$ cat src/rtl/gpio_irq_pkg.sv
package gpio_irq_pkg;
  localparam logic [3:0] TRIG_RISE = 4'd1;
  localparam logic [3:0] TRIG_FALL = 4'd2;
  localparam logic [3:0] TRIG_BOTH = 4'd3;
  localparam logic [3:0] TRIG_HIGH = 4'd4;
  localparam logic [3:0] TRIG_LOW  = 4'd8;

  localparam int CFG_EN_BIT  = 4;
  localparam int CFG_SEL_LSB = 8;

  function automatic logic trig_is_edge(logic [3:0] code);
    return (code == TRIG_RISE) || (code == TRIG_FALL) || (code == TRIG_BOTH);
  endfunction

  function automatic logic trig_is_legal(logic [3:0] code);
    return trig_is_edge(code) || (code == TRIG_HIGH) || (code == TRIG_LOW);
  endfunction
endpackage

$ cat src/rtl/gpio_irq_sync.sv
module gpio_irq_sync #(
  parameter int WIDTH = 8
) (
  input  logic             clk,
  input  logic             rst_n,
  input  logic [WIDTH-1:0] async_in,
  output logic [WIDTH-1:0] sync_now,
  output logic [WIDTH-1:0] sync_prev
);
  logic [WIDTH-1:0] meta_q;
  logic [WIDTH-1:0] now_q;
  logic [WIDTH-1:0] prev_q;

  always_ff @(posedge clk or negedge rst_n) begin
    if (!rst_n) begin
      meta_q <= '0;
      now_q  <= '0;
      prev_q <= '0;
    end else begin
      meta_q <= async_in;
      now_q  <= meta_q;
      prev_q <= now_q;
    end
  end

  assign sync_now  = now_q;
  assign sync_prev = prev_q;
endmodule

$ cat src/rtl/gpio_irq_detect.sv
module gpio_irq_detect
  import gpio_irq_pkg::*;
(
  input  logic       clk,
  input  logic       rst_n,
  input  logic       pin_now,
  input  logic       pin_prev,
  input  logic [3:0] trig,
  input  logic       clr_req,
  input  logic       cfg_wr,
  output logic       status
);
  logic rise, fall, hit;
  logic pend_q, pend_d, pend_en;

  assign rise = pin_now & ~pin_prev;
  assign fall = ~pin_now & pin_prev;

  always_comb begin
    unique case (trig)
      TRIG_RISE: hit = rise;
      TRIG_FALL: hit = fall;
      TRIG_BOTH: hit = rise | fall;
      default:   hit = 1'b0;
    endcase
  end

  always_comb begin
    pend_en = cfg_wr | hit | clr_req;
    if (cfg_wr)      pend_d = 1'b0;
    else if (hit)    pend_d = 1'b1;
    else             pend_d = 1'b0;
  end

  always_ff @(posedge clk or negedge rst_n) begin
    if (!rst_n)       pend_q <= 1'b0;
    else if (pend_en) pend_q <= pend_d;
  end

  always_comb begin
    if (trig_is_edge(trig))   status = pend_q;
    else if (trig == TRIG_HIGH) status = pin_now;
    else if (trig == TRIG_LOW)  status = ~pin_now;
    else                      status = 1'b0;
  end
endmodule

$ cat src/rtl/gpio_irq_route.sv
module gpio_irq_route #(
  parameter int NPINS    = 8,
  parameter int NUM_OUTS = 2,
  parameter int SEL_W    = 1
) (
  input  logic [NPINS-1:0]                pin_stat,
  input  logic [NPINS-1:0]                pin_en,
  input  logic [NPINS-1:0][SEL_W-1:0]     pin_sel,
  output logic [NUM_OUTS-1:0][NPINS-1:0]  stat_view,
  output logic [NUM_OUTS-1:0]             irq
);
  for (genvar k = 0; k < NUM_OUTS; k++) begin : g_out
    for (genvar i = 0; i < NPINS; i++) begin : g_pin
      assign stat_view[k][i] = pin_stat[i] && (pin_sel[i] == SEL_W'(k));
    end
    assign irq[k] = |(stat_view[k] & pin_en);
  end
endmodule

$ cat src/rtl/gpio_irq_router.sv
module gpio_irq_router
  import gpio_irq_pkg::*;
#(
  parameter int NUM_PORTS     = 2,
  parameter int PINS_PER_PORT = 4,
  parameter int NUM_OUTS      = 2,
  parameter int ADDR_W        = 5,
  parameter int DATA_W        = 16
) (
  input  logic                               clk,
  input  logic                               rst_n,
  input  logic [NUM_PORTS*PINS_PER_PORT-1:0] gpio_in,
  input  logic                               wr_en,
  input  logic [ADDR_W-1:0]                  wr_addr,
  input  logic [DATA_W-1:0]                  wr_data,
  input  logic [ADDR_W-1:0]                  rd_addr,
  output logic [DATA_W-1:0]                  rd_data,
  output logic [NUM_OUTS-1:0]                irq_out
);
  localparam int NPINS     = NUM_PORTS * PINS_PER_PORT;
  localparam int SEL_W     = (NUM_OUTS > 1) ? $clog2(NUM_OUTS) : 1;
  localparam int STAT_BASE = 2 ** (ADDR_W - 1);

  logic [NPINS-1:0]               sync_now, sync_prev;
  logic [NPINS-1:0][3:0]          trig_q, trig_d;
  logic [NPINS-1:0]               en_q, en_d;
  logic [NPINS-1:0][SEL_W-1:0]    sel_q, sel_d;
  logic [NPINS-1:0]               cfgwr_vec, clr_vec, pin_stat;
  logic [NUM_OUTS-1:0][NPINS-1:0] stat_view;
  logic [SEL_W-1:0]               sel_fld;

  gpio_irq_sync #(.WIDTH(NPINS)) u_sync (
    .clk(clk), .rst_n(rst_n), .async_in(gpio_in),
    .sync_now(sync_now), .sync_prev(sync_prev)
  );

  // Register write decode: config words and write-1-to-clear per output view.
  assign sel_fld = wr_data[CFG_SEL_LSB +: SEL_W];

  always_comb begin
    for (int i = 0; i < NPINS; i++) begin
      cfgwr_vec[i] = wr_en && (wr_addr == ADDR_W'(i));
      clr_vec[i]   = wr_en && wr_data[i] &&
                     (wr_addr == ADDR_W'(STAT_BASE + int'(sel_q[i])));
      trig_d[i]    = wr_data[3:0];
      en_d[i]      = wr_data[CFG_EN_BIT];
      sel_d[i]     = (int'(sel_fld) < NUM_OUTS) ? sel_fld : '0;
    end
  end

  always_ff @(posedge clk or negedge rst_n) begin
    if (!rst_n) begin
      trig_q <= '0;
      en_q   <= '0;
      sel_q  <= '0;
    end else begin
      for (int i = 0; i < NPINS; i++) begin
        if (cfgwr_vec[i]) begin
          trig_q[i] <= trig_d[i];
          en_q[i]   <= en_d[i];
          sel_q[i]  <= sel_d[i];
        end
      end
    end
  end

  for (genvar i = 0; i < NPINS; i++) begin : g_det
    gpio_irq_detect u_det (
      .clk(clk), .rst_n(rst_n),
      .pin_now(sync_now[i]), .pin_prev(sync_prev[i]),
      .trig(trig_q[i]), .clr_req(clr_vec[i]), .cfg_wr(cfgwr_vec[i]),
      .status(pin_stat[i])
    );
  end

  gpio_irq_route #(.NPINS(NPINS), .NUM_OUTS(NUM_OUTS), .SEL_W(SEL_W)) u_route (
    .pin_stat(pin_stat), .pin_en(en_q), .pin_sel(sel_q),
    .stat_view(stat_view), .irq(irq_out)
  );

  always_comb begin
    rd_data = '0;
    for (int i = 0; i < NPINS; i++) begin
      if (rd_addr == ADDR_W'(i)) begin
        rd_data[3:0]                  = trig_q[i];
        rd_data[CFG_EN_BIT]           = en_q[i];
        rd_data[CFG_SEL_LSB +: SEL_W] = sel_q[i];
      end
    end
    for (int k = 0; k < NUM_OUTS; k++) begin
      if (rd_addr == ADDR_W'(STAT_BASE + k)) rd_data[NPINS-1:0] = stat_view[k];
    end
  end
endmodule

$ cat config.mk
export PLATFORM = sky130hd
export DESIGN_NAME = gpio_irq_router
export DESIGN_NICKNAME = d
export VERILOG_FILES = /design/src/rtl/gpio_irq_pkg.sv /design/src/rtl/gpio_irq_sync.sv /design/src/rtl/gpio_irq_detect.sv /design/src/rtl/gpio_irq_route.sv /design/src/rtl/gpio_irq_router.sv
export SDC_FILE = /design/constraint.sdc
export NUM_CORES = 1
export LEC_CHECK = 0
export BUFFER_PORTS_ARGS = -buffer_cell sky130_fd_sc_hd__buf_2
export CAP_MARGIN = 40
export CORE_ASPECT_RATIO = 1.1
export CORE_UTILIZATION = 50
export DETAILED_ROUTE_END_ITERATION = 7
export PLACE_DENSITY = 0.7
export SETUP_SLACK_MARGIN = 0.02
export SLEW_MARGIN = 20
export SYNTH_ARGS = -nofsm -noshare
export SYNTH_HDL_FRONTEND = slang
export SYNTH_HIERARCHICAL = 1
export SYNTH_SLANG_ARGS = --single-unit
export TNS_END_PERCENT = 10
$ cat constraint.sdc
create_clock -name clk -period 2.5 [get_ports clk]
set_input_delay 0.25 -clock clk [delete_from_list [all_inputs] [get_ports clk]]
set_output_delay 0.25 -clock clk [all_outputs]
set_load 0.03 [all_outputs]
==> flow_metrics.py, run 1 <==
metrics = {
    "setup_path": {
        "reg2reg_setup_slack_ps": 1260,
        "crit_cells": 8,
        "required_ps": 2250,
        "worst_path_largest_cell_delay_ps": 460,
        "timing.critical_path.fanout_max": 6,
        "crit-reg2reg-capture": "g_det[6].u_det/pend_q$_DFFE_PN0P_",
        "timing.critical_path.from_type": "flop",
        "cp-startpoint": "trig_q[7]$_DFFE_PN0P_",
        "setup.worst_path.end": "rd_data[1]",
        "worstRegToRegCells": 4,
        "crit_path_cell_trace": "nand2b_1, o22ai_1, a22o_1, and2_4, a22oi_2, nor2_1, a311o_1, buf_4",
        "regToRegStartpoint": "u_sync/sync_now[6]$_DFF_PN0_",
        "crit_path_class": "flop to output port",
        "critical_path.top_delay_family": "compound AO/OA/AOI/OAI gates",
        "critical_path_arrival_ps": 2170,
        "slowest_stage_cell_crit_path": "dfrtp_2",
        "worstSetupEndpointType": "output port",
        "critical_path.n_buffers_inverters": 1,
    },
    "floorplan": {
        "die_h_um": 104,
        "floorplan.die.width_um": 94.6,
        "rows": 36,
        "core_sq_um": 9010,
        "fp.dieArea_sq_um": 9830,
        "ioPinCount": 55,
        "initial_cell_density_of_the_core_pct": 52.4,
    },
    "drt": {
        "totalWireLength_um": 11900,
        "drt-wirelength-per-cell_um": 18.7,
        "route.detailed.drc": 0,
        "vias_per_cell": 5.89,
        "drt_first_iter_violations": 253,
        "antenna_left": 0,
        "total_via_count_after_detailed_routing": 3739,
        "drt_pass1_iterations": 4,
    },
    "synthesis": {
        "synth_seq_cells": 80,
        "ys_async_sr_fraction_pct": 100,
        "ys_seq_area_share_pct": 42.4,
        "post_synth_num_cell_types": 53,
        "synth_enable_flop_cells": 0,
        "dominantRegCellSynth": "dfrtp_1",
        "ys.warnings.count": 6,
        "post_synth.cell_area_avg_sq_um": 10.3,
        "post_synthesis_cell_area_sq_um": 4720,
        "syn_inst": 457,
    },
    "sta": {
        "period_minus_slack_ps": 2420,
        "relSlewSlack_pct": 64.1,
        "final.hold.worst_slack_ps": 305,
        "final-hold-violation-count": 0,
        "final.period_utilization_pct": 97.0,
        "setup_viol_count_final": 0,
        "worst_slew_pin_slew_ps": 534,
        "worst_clock_skew_ps": 7.94,
        "timing.setup.tns_ps": 0,
        "fmax_ghz": 0.412,
        "final_number_of_max_transition_violations": 0,
        "grt_setup_unrepaired": "yes",
    },
    "placed_design": {
        "place_congestion": 0.907,
        "io_buffers": 40,
        "dp_hpwl_um": 8120,
    },
    "clock_tree": {
        "clk_pin_slew_worst_paths_ps": 90,
        "buffer_cell_driving_the_clock_tree_root": "clkbuf_8",
        "number_of_buffers_created_by_cts": 9,
        "clk_latency_ps": 370,
        "tritoncts": "built",
        "cts_htree_levels": 3,
        "clkSinkCount": 80,
        "cts-root-to-sink-buffers": 2,
    },
    "global_route": {
        "grt_max_degree": 47,
        "grt_pass1_vias": 3706,
        "grt_first_pass_wirelength_um": 19000,
        "grt_util_all_layers_pct": 25.8,
        "grt_remaining_overflow": 0,
        "antenna_found_initial": 0,
    },
    "power": {
        "leakage_uw": 0.00253,
        "switching_power_uw": 1310,
        "intPower_uw": 2620,
        "power.switching_fraction_pct": 33.4,
        "portion_of_total_power_attributed_to_sequential_cells_pct": 47.0,
        "p_comb_share_pct": 27.6,
        "power_uw": 3940,
        "power-per-cell-area_nw_per_um2": 721,
        "worst_ir_drop_vdd_v": 0.000408,
        "clock_power_share_pct": 25.4,
    },
    "outcome": {
        "result_of_the_run": "complete, no violations",
    },
    "cells_and_area": {
        "area.growth.synth_to_final_pct": 15.8,
        "fillers": 781,
        "layout.nets": 569,
        "layout-drive-gt1-share_pct": 31.1,
        "insertedDiodeCount": 0,
    },
    "hold_path": {
        "hold_path_class": "primary input to flop",
    },
    "run": {
        "max-cap-violations": 0,
    },
}
-- logic make-up after synthesis --
| kind of cell | Yosys count | share of synthesized area (%) |
|---|---|---|
| and+or+nand+nor | 153 | 18.8 |
| AOI/OAI and AO/OA | 93 | 13.4 |
| DFF | 80 | 42.4 |
| muxes | 62 | 15.1 |
| buffers and inverters | 44 | 4.46 |
| adders and majority gates | 16 | 4.24 |
| xor gates and xnor gates | 8 | 1.49 |
| other | 1 | 0.0795 |
-- stage by stage --
step / instances / util [%] / setup WS (ps) / cell area (sq um)
after floorplan: 463 / - / 421 / 4740
after global placement: 603 / 55.8 / 345 / 5030
after detailed placement: 603 / 55.8 / 335 / 5030
after CTS: 631 / 59.4 / 10.1 / 5350
after global routing: 635 / 60.6 / 5.43 / 5460
final: 635 / 60.6 / 75.2 / 5460
-- cell type report --
cell class	instances	area, sq um	area share [%]
multi-input combinational	339	2580	47.2
sequential	80	2020	37.0
timing repair buffer	63	429	7.86
clock buffer	11	151	2.77
tap	114	143	2.61
inverter	23	86.3	1.58
clock inverter	5	55.1	1.01
-- Yosys cell counts (2+ instances only) --
cell type	n	area [sq um]
mux2_4	6	90.1
ha_1	16	200
nand3b_1	5	37.5
buf_4	7	52.6
nor3_1	12	60.1
a2bb2oi_1	2	17.5
a22o_1	16	140
nor3b_1	2	15.0
or3_1	3	18.8
a32oi_1	3	26.3
nor2b_1	12	75.1
nor4_2	8	100
o2111ai_1	2	17.5
nand2b_1	11	68.8
a22oi_1	3	22.5
o22ai_1	15	93.8
a31oi_1	15	93.8
nand2_1	23	86.3
nand4_1	2	12.5
a221oi_1	2	17.5
nor2_1	42	158
and2_1	8	50.1
a21oi_1	17	85.1
clkbuf_1	4	15.0
and3_1	12	75.1
inv_1	23	86.3
nand4b_1	2	17.5
o21ai_0	11	55.1
xnor2_1	8	70.1
dfrtp_1	80	2000
mux2_1	3	33.8
buf_2	9	45.0
mux2_2	46	518
mux2i_1	7	70.1
a211oi_1	2	15.0
-- layout by cell type (no fill, tap or decap), drive strengths merged, types with 15 or more instances in the layout --
master | Yosys | final
a22o | 16 | 16
o22ai | 15 | 15
mux2 | 55 | 55
dfrtp | 80 | 80
ha | 16 | 16
a31oi | 15 | 15
inv | 23 | 23
nand2 | 23 | 23
a21oi | 17 | 17
buf | 17 | 54
nor2 | 43 | 43
-- state kept, by name, summed over array words and instances, names as in the netlist --
signal and flops:
en_q 8, sel_q 8, u_sync/sync_prev 8, g_det.u_det/pend_q 8
trig_q 32, u_sync/sync_now 8, u_sync/meta_q 8
-- power groups by stage --
stage	sequential [uW]	clock (uW)	combinational, uW
3_5_place_dp	1850	0	968
4_1_cts	1830	1010	1010
3_3_place_gp	1840	0	940
6_report	1850	998	1090
2_1_floorplan	1760	0	753
5_1_grt	1890	1070	1190
-- metal layers --
metal | up-vias | wire (um) | global-route usage [%]
met5 | - | 0 | 0
met4 | 0 | 369 | 12.2
met3 | 27 | 673 | 5.19
met2 | 109 | 5680 | 40.2
met1 | 1835 | 5130 | 34.0
li1 | 1768 | - | -
-- worst min-delay path by stage --
stage | endpoint | slack, ps | depth (start not counted) | start
after floorplan | en_q[0]$_DFFE_PN0P_ | -50 | 0 | rst_n
after global placement | u_sync/sync_prev[1]$_DFF_PN0_ | 240 | 1 | rst_n
after detailed placement | u_sync/sync_prev[1]$_DFF_PN0_ | 240 | 1 | rst_n
after CTS | en_q[4]$_DFFE_PN0P_ | 290 | 2 | wr_data[4]
after global routing | sel_q[4]$_DFFE_PN0P_ | 320 | 2 | wr_data[8]
final | en_q[4]$_DFFE_PN0P_ | 300 | 2 | wr_data[4]
-- repair_timing --
item,in CTS,in global routing
gates resized for setup,3,33
hold buffers,9,0
setup endpoints to repair,2,6
hold endpoints to repair,42,0
pin swaps,1,7
setup buffers,3,4
(Power assumes the default switching activity.)
==> inputs of run 2 (changes only) <==
--- a/config.mk
+++ b/config.mk
@@ -10,5 +10,4 @@
 export CORE_ASPECT_RATIO = 1.1
-export CORE_UTILIZATION = 50
+export CORE_UTILIZATION = 25
 export DETAILED_ROUTE_END_ITERATION = 7
-export PLACE_DENSITY = 0.7
 export SETUP_SLACK_MARGIN = 0.02
@@ -17,3 +16,2 @@
 export SYNTH_HDL_FRONTEND = slang
-export SYNTH_HIERARCHICAL = 1
 export SYNTH_SLANG_ARGS = --single-unit
--- a/constraint.sdc
+++ b/constraint.sdc
@@ -3,2 +3,2 @@
 set_output_delay 0.25 -clock clk [all_outputs]
-set_load 0.03 [all_outputs]
+set_load 0.1 [all_outputs]
==> flow_metrics.py, run 2 <==
metrics = {
    "drt": {
        "drt_first_iter_violations": 278,
        "vias_per_cell": 4.82,
        "drt_pass1_iterations": 4,
        "route.detailed.drc": 0,
        "total_via_count_after_detailed_routing": 3621,
        "totalWireLength_um": 12200,
        "antenna_left": 0,
        "drt-wirelength-per-cell_um": 16.3,
    },
    "floorplan": {
        "initial_cell_density_of_the_core_pct": 25.8,
        "floorplan.die.width_um": 132,
        "ioPinCount": 55,
        "die_h_um": 145,
        "core_sq_um": 17900,
        "rows": 51,
        "fp.dieArea_sq_um": 19100,
    },
    "placed_design": {
        "io_buffers": 40,
        "place_area_sq_um": 5300,
        "dp_hpwl_um": 9190,
        "place_congestion": 0.899,
    },
    "setup_path": {
        "slowest_stage_cell_crit_path": "dfrtp_1",
        "crit_path_cell_trace": "nor2_2, mux2_2, o21ai_1, a2111oi_2, nand4_1, buf_12",
        "timing.critical_path.fanout_max": 5,
        "timing.critical_path.from_type": "flop",
        "critical_path.n_buffers_inverters": 1,
        "critical_path_arrival_ps": 2200,
        "critical_path.top_delay_family": "compound AO/OA/AOI/OAI gates",
        "crit_path_class": "flop to output port",
        "worst_path_largest_cell_delay_ps": 420,
        "required_ps": 2250,
        "worstSetupEndpointType": "output port",
    },
    "sta": {
        "relSlewSlack_pct": 65.6,
        "worst_slew_pin_slew_ps": 515,
        "fmax_ghz": 0.408,
        "final_number_of_max_transition_violations": 0,
        "timing.setup.tns_ps": 0,
        "setup_viol_count_final": 0,
        "final.period_utilization_pct": 98.0,
        "period_minus_slack_ps": 2450,
        "worst_clock_skew_ps": 4.74,
        "final-hold-violation-count": 0,
        "grt_setup_unrepaired": "yes",
    },
    "synthesis": {
        "post_synth.cell_area_avg_sq_um": 10.1,
        "post-synth-top-area-cell": "dfrtp_1",
        "post_synth_num_cell_types": 56,
        "synth.top_cell.area_share_pct": 43.2,
        "dominantRegCellSynth": "dfrtp_1",
        "ys_top_cells_by_count": "dfrtp_1 (80), nand2_1 (45), nor2_1 (34)",
        "post_synthesis_cell_area_sq_um": 4630,
        "ys_async_sr_fraction_pct": 100,
        "synth_seq_cells": 80,
        "syn_inst": 458,
        "yosys.cell_count.top_type": "dfrtp_1",
        "ys_seq_area_share_pct": 43.2,
        "ys.warnings.count": 0,
        "synth_enable_flop_cells": 0,
        "synth.top_cells.by_area": "dfrtp_1 (43%), mux2_2 (7.1%), mux2_1 (6.8%)",
    },
    "power": {
        "worst_ir_drop_vdd_v": 0.000667,
        "portion_of_total_power_attributed_to_sequential_cells_pct": 40.8,
        "power.switching_fraction_pct": 35.2,
        "p_comb_share_pct": 29.8,
        "leakage_uw": 0.00245,
        "clock_power_share_pct": 29.4,
        "power-per-cell-area_nw_per_um2": 789,
        "switching_power_uw": 1580,
        "intPower_uw": 2910,
    },
    "cells_and_area": {
        "final_cell_mix": "dfrtp_1 (77), nand2_1 (45), nor2_1 (30), mux2_2 (30), buf_2 (29)",
        "largest_register_ffs": 32,
        "layout-drive-gt1-share_pct": 24.5,
        "layout.nets": 562,
        "insertedDiodeCount": 0,
        "layout.cells.most_common": "dfrtp_1",
        "max_flop_register": "trig_q",
        "final_area_sq_um": 5690,
        "area.growth.synth_to_final_pct": 23.0,
    },
    "global_route": {
        "grt_util_all_layers_pct": 13.5,
        "antenna_found_initial": 0,
        "grt_first_pass_wirelength_um": 19600,
        "grt_max_degree": 44,
        "grt_pass1_vias": 3511,
        "grt_remaining_overflow": 0,
    },
    "outcome": {
        "result_of_the_run": "complete, no violations",
    },
    "clock_tree": {
        "cts_htree_levels": 3,
        "cts-root-to-sink-buffers": 2,
        "tritoncts": "built",
        "clkSinkCount": 80,
        "number_of_buffers_created_by_cts": 9,
        "clk_latency_ps": 340,
        "clk_pin_slew_worst_paths_ps": 60,
        "buffer_cell_driving_the_clock_tree_root": "clkbuf_16",
    },
    "hold_path": {
        "hold_path_class": "primary input to flop",
    },
    "run": {
        "max-cap-violations": 0,
    },
}
==> run 2: cell types whose count changed after synthesis, sizes merged, moves of 9 or more <==
cell | before | now
nand2 | 23 | 45
o21ai | 11 | 23
o22ai | 15 | 6
nand3 | 0 | 16
a31oi | 15 | 5
a22o | 16 | 0
==> run 2: final timing paths <==
path                                         startpoint                                end  slack, ps  cells past startpoint
setup / recovery                 trig_q[29]$_DFFE_PN0P_                         irq_out[0]         50                      6
min in group asynchronous                         rst_n         u_sync.meta_q[4]$_DFF_PN0_        430                      2
hold / removal                               gpio_in[6]         u_sync.meta_q[6]$_DFF_PN0_         20                      1
hold reg to reg              u_sync.meta_q[2]$_DFF_PN0_       u_sync.sync_now[2]$_DFF_PN0_        350                      0
setup reg to reg           u_sync.sync_now[0]$_DFF_PN0_  g_det[0].u_det.pend_q$_DFFE_PN0P_       1080                      6
max in group asynchronous                         rst_n             trig_q[11]$_DFFE_PN0P_       1480                      3
==> run 2: kinds of logic (layout without fill, tap and decap cells) <==
logic type / count (synthesis) / in the layout / synth area share, %
DFF: 80 / 80 / 43.2
buffers and inverters: 42 / 92 / 4.32
adders and majority gates: 16 / 16 / 4.32
muxes: 60 / 60 / 14.8
other: 1 / 7 / 0.0810
AOI/OAI and AO/OA: 86 / 86 / 12.1
xor gates and xnor gates: 13 / 13 / 2.46
and+or+nand+nor: 160 / 160 / 18.7
==> run 2: what timing repair did <==
action | 4_1_cts | 5_1_grt
hold endpoints to repair | 37 | 0
hold buffers | 1 | 0
endpoints found under the setup margin | 3 | 5
resized for setup | 4 | 16
setup buffers | 0 | 2
pin swaps | 2 | 5
==> run 2: area by class of cell <==
type,instances,area [sq um]
clock inverters,3,40.0
repair buffers,55,480
flip-flops and latches,80,2010
multi-input cells,342,2530
inverters,21,78.8
clock buffers,13,260
well taps,238,298
fillers,1857,12200
==> run 2: power groups by stage <==
stage,Combinational (uW),Sequential [uW],Clock [uW]
after CTS,1310,1820,1360
final,1340,1830,1320
after global routing,1460,1870,1410
after global placement,1280,1830,0
after detailed placement,1290,1840,0
after floorplan,948,1730,0
==> run 2: through the flow <==
| step | instances | hold slack, ps | worst slack [ps] | total power [uW] | util (%) |
|---|---|---|---|---|---|
| global route | 752 | 2.04 | -38.9 | 4740 | 31.8 |
| finish | 752 | 15.6 | 50.6 | 4490 | 31.8 |
| global placement | 733 | 264 | 236 | 3110 | 29.5 |
| floorplan | 464 | -45.6 | -423 | 2680 | - |
| CTS | 750 | 3.70 | 32.7 | 4480 | 31.4 |
| detailed placement | 733 | 261 | 229 | 3130 | 29.5 |
==> run 2: per-layer routing <==
layer | track usage, % | part of all wire (%) | vias up
met5 | 0 | 0 | -
met4 | 6.36 | 2.9 | 0
met3 | 2.33 | 4.1 | 19
met2 | 22.1 | 46 | 95
met1 | 17.4 | 47 | 1767
li1 | - | - | 1740
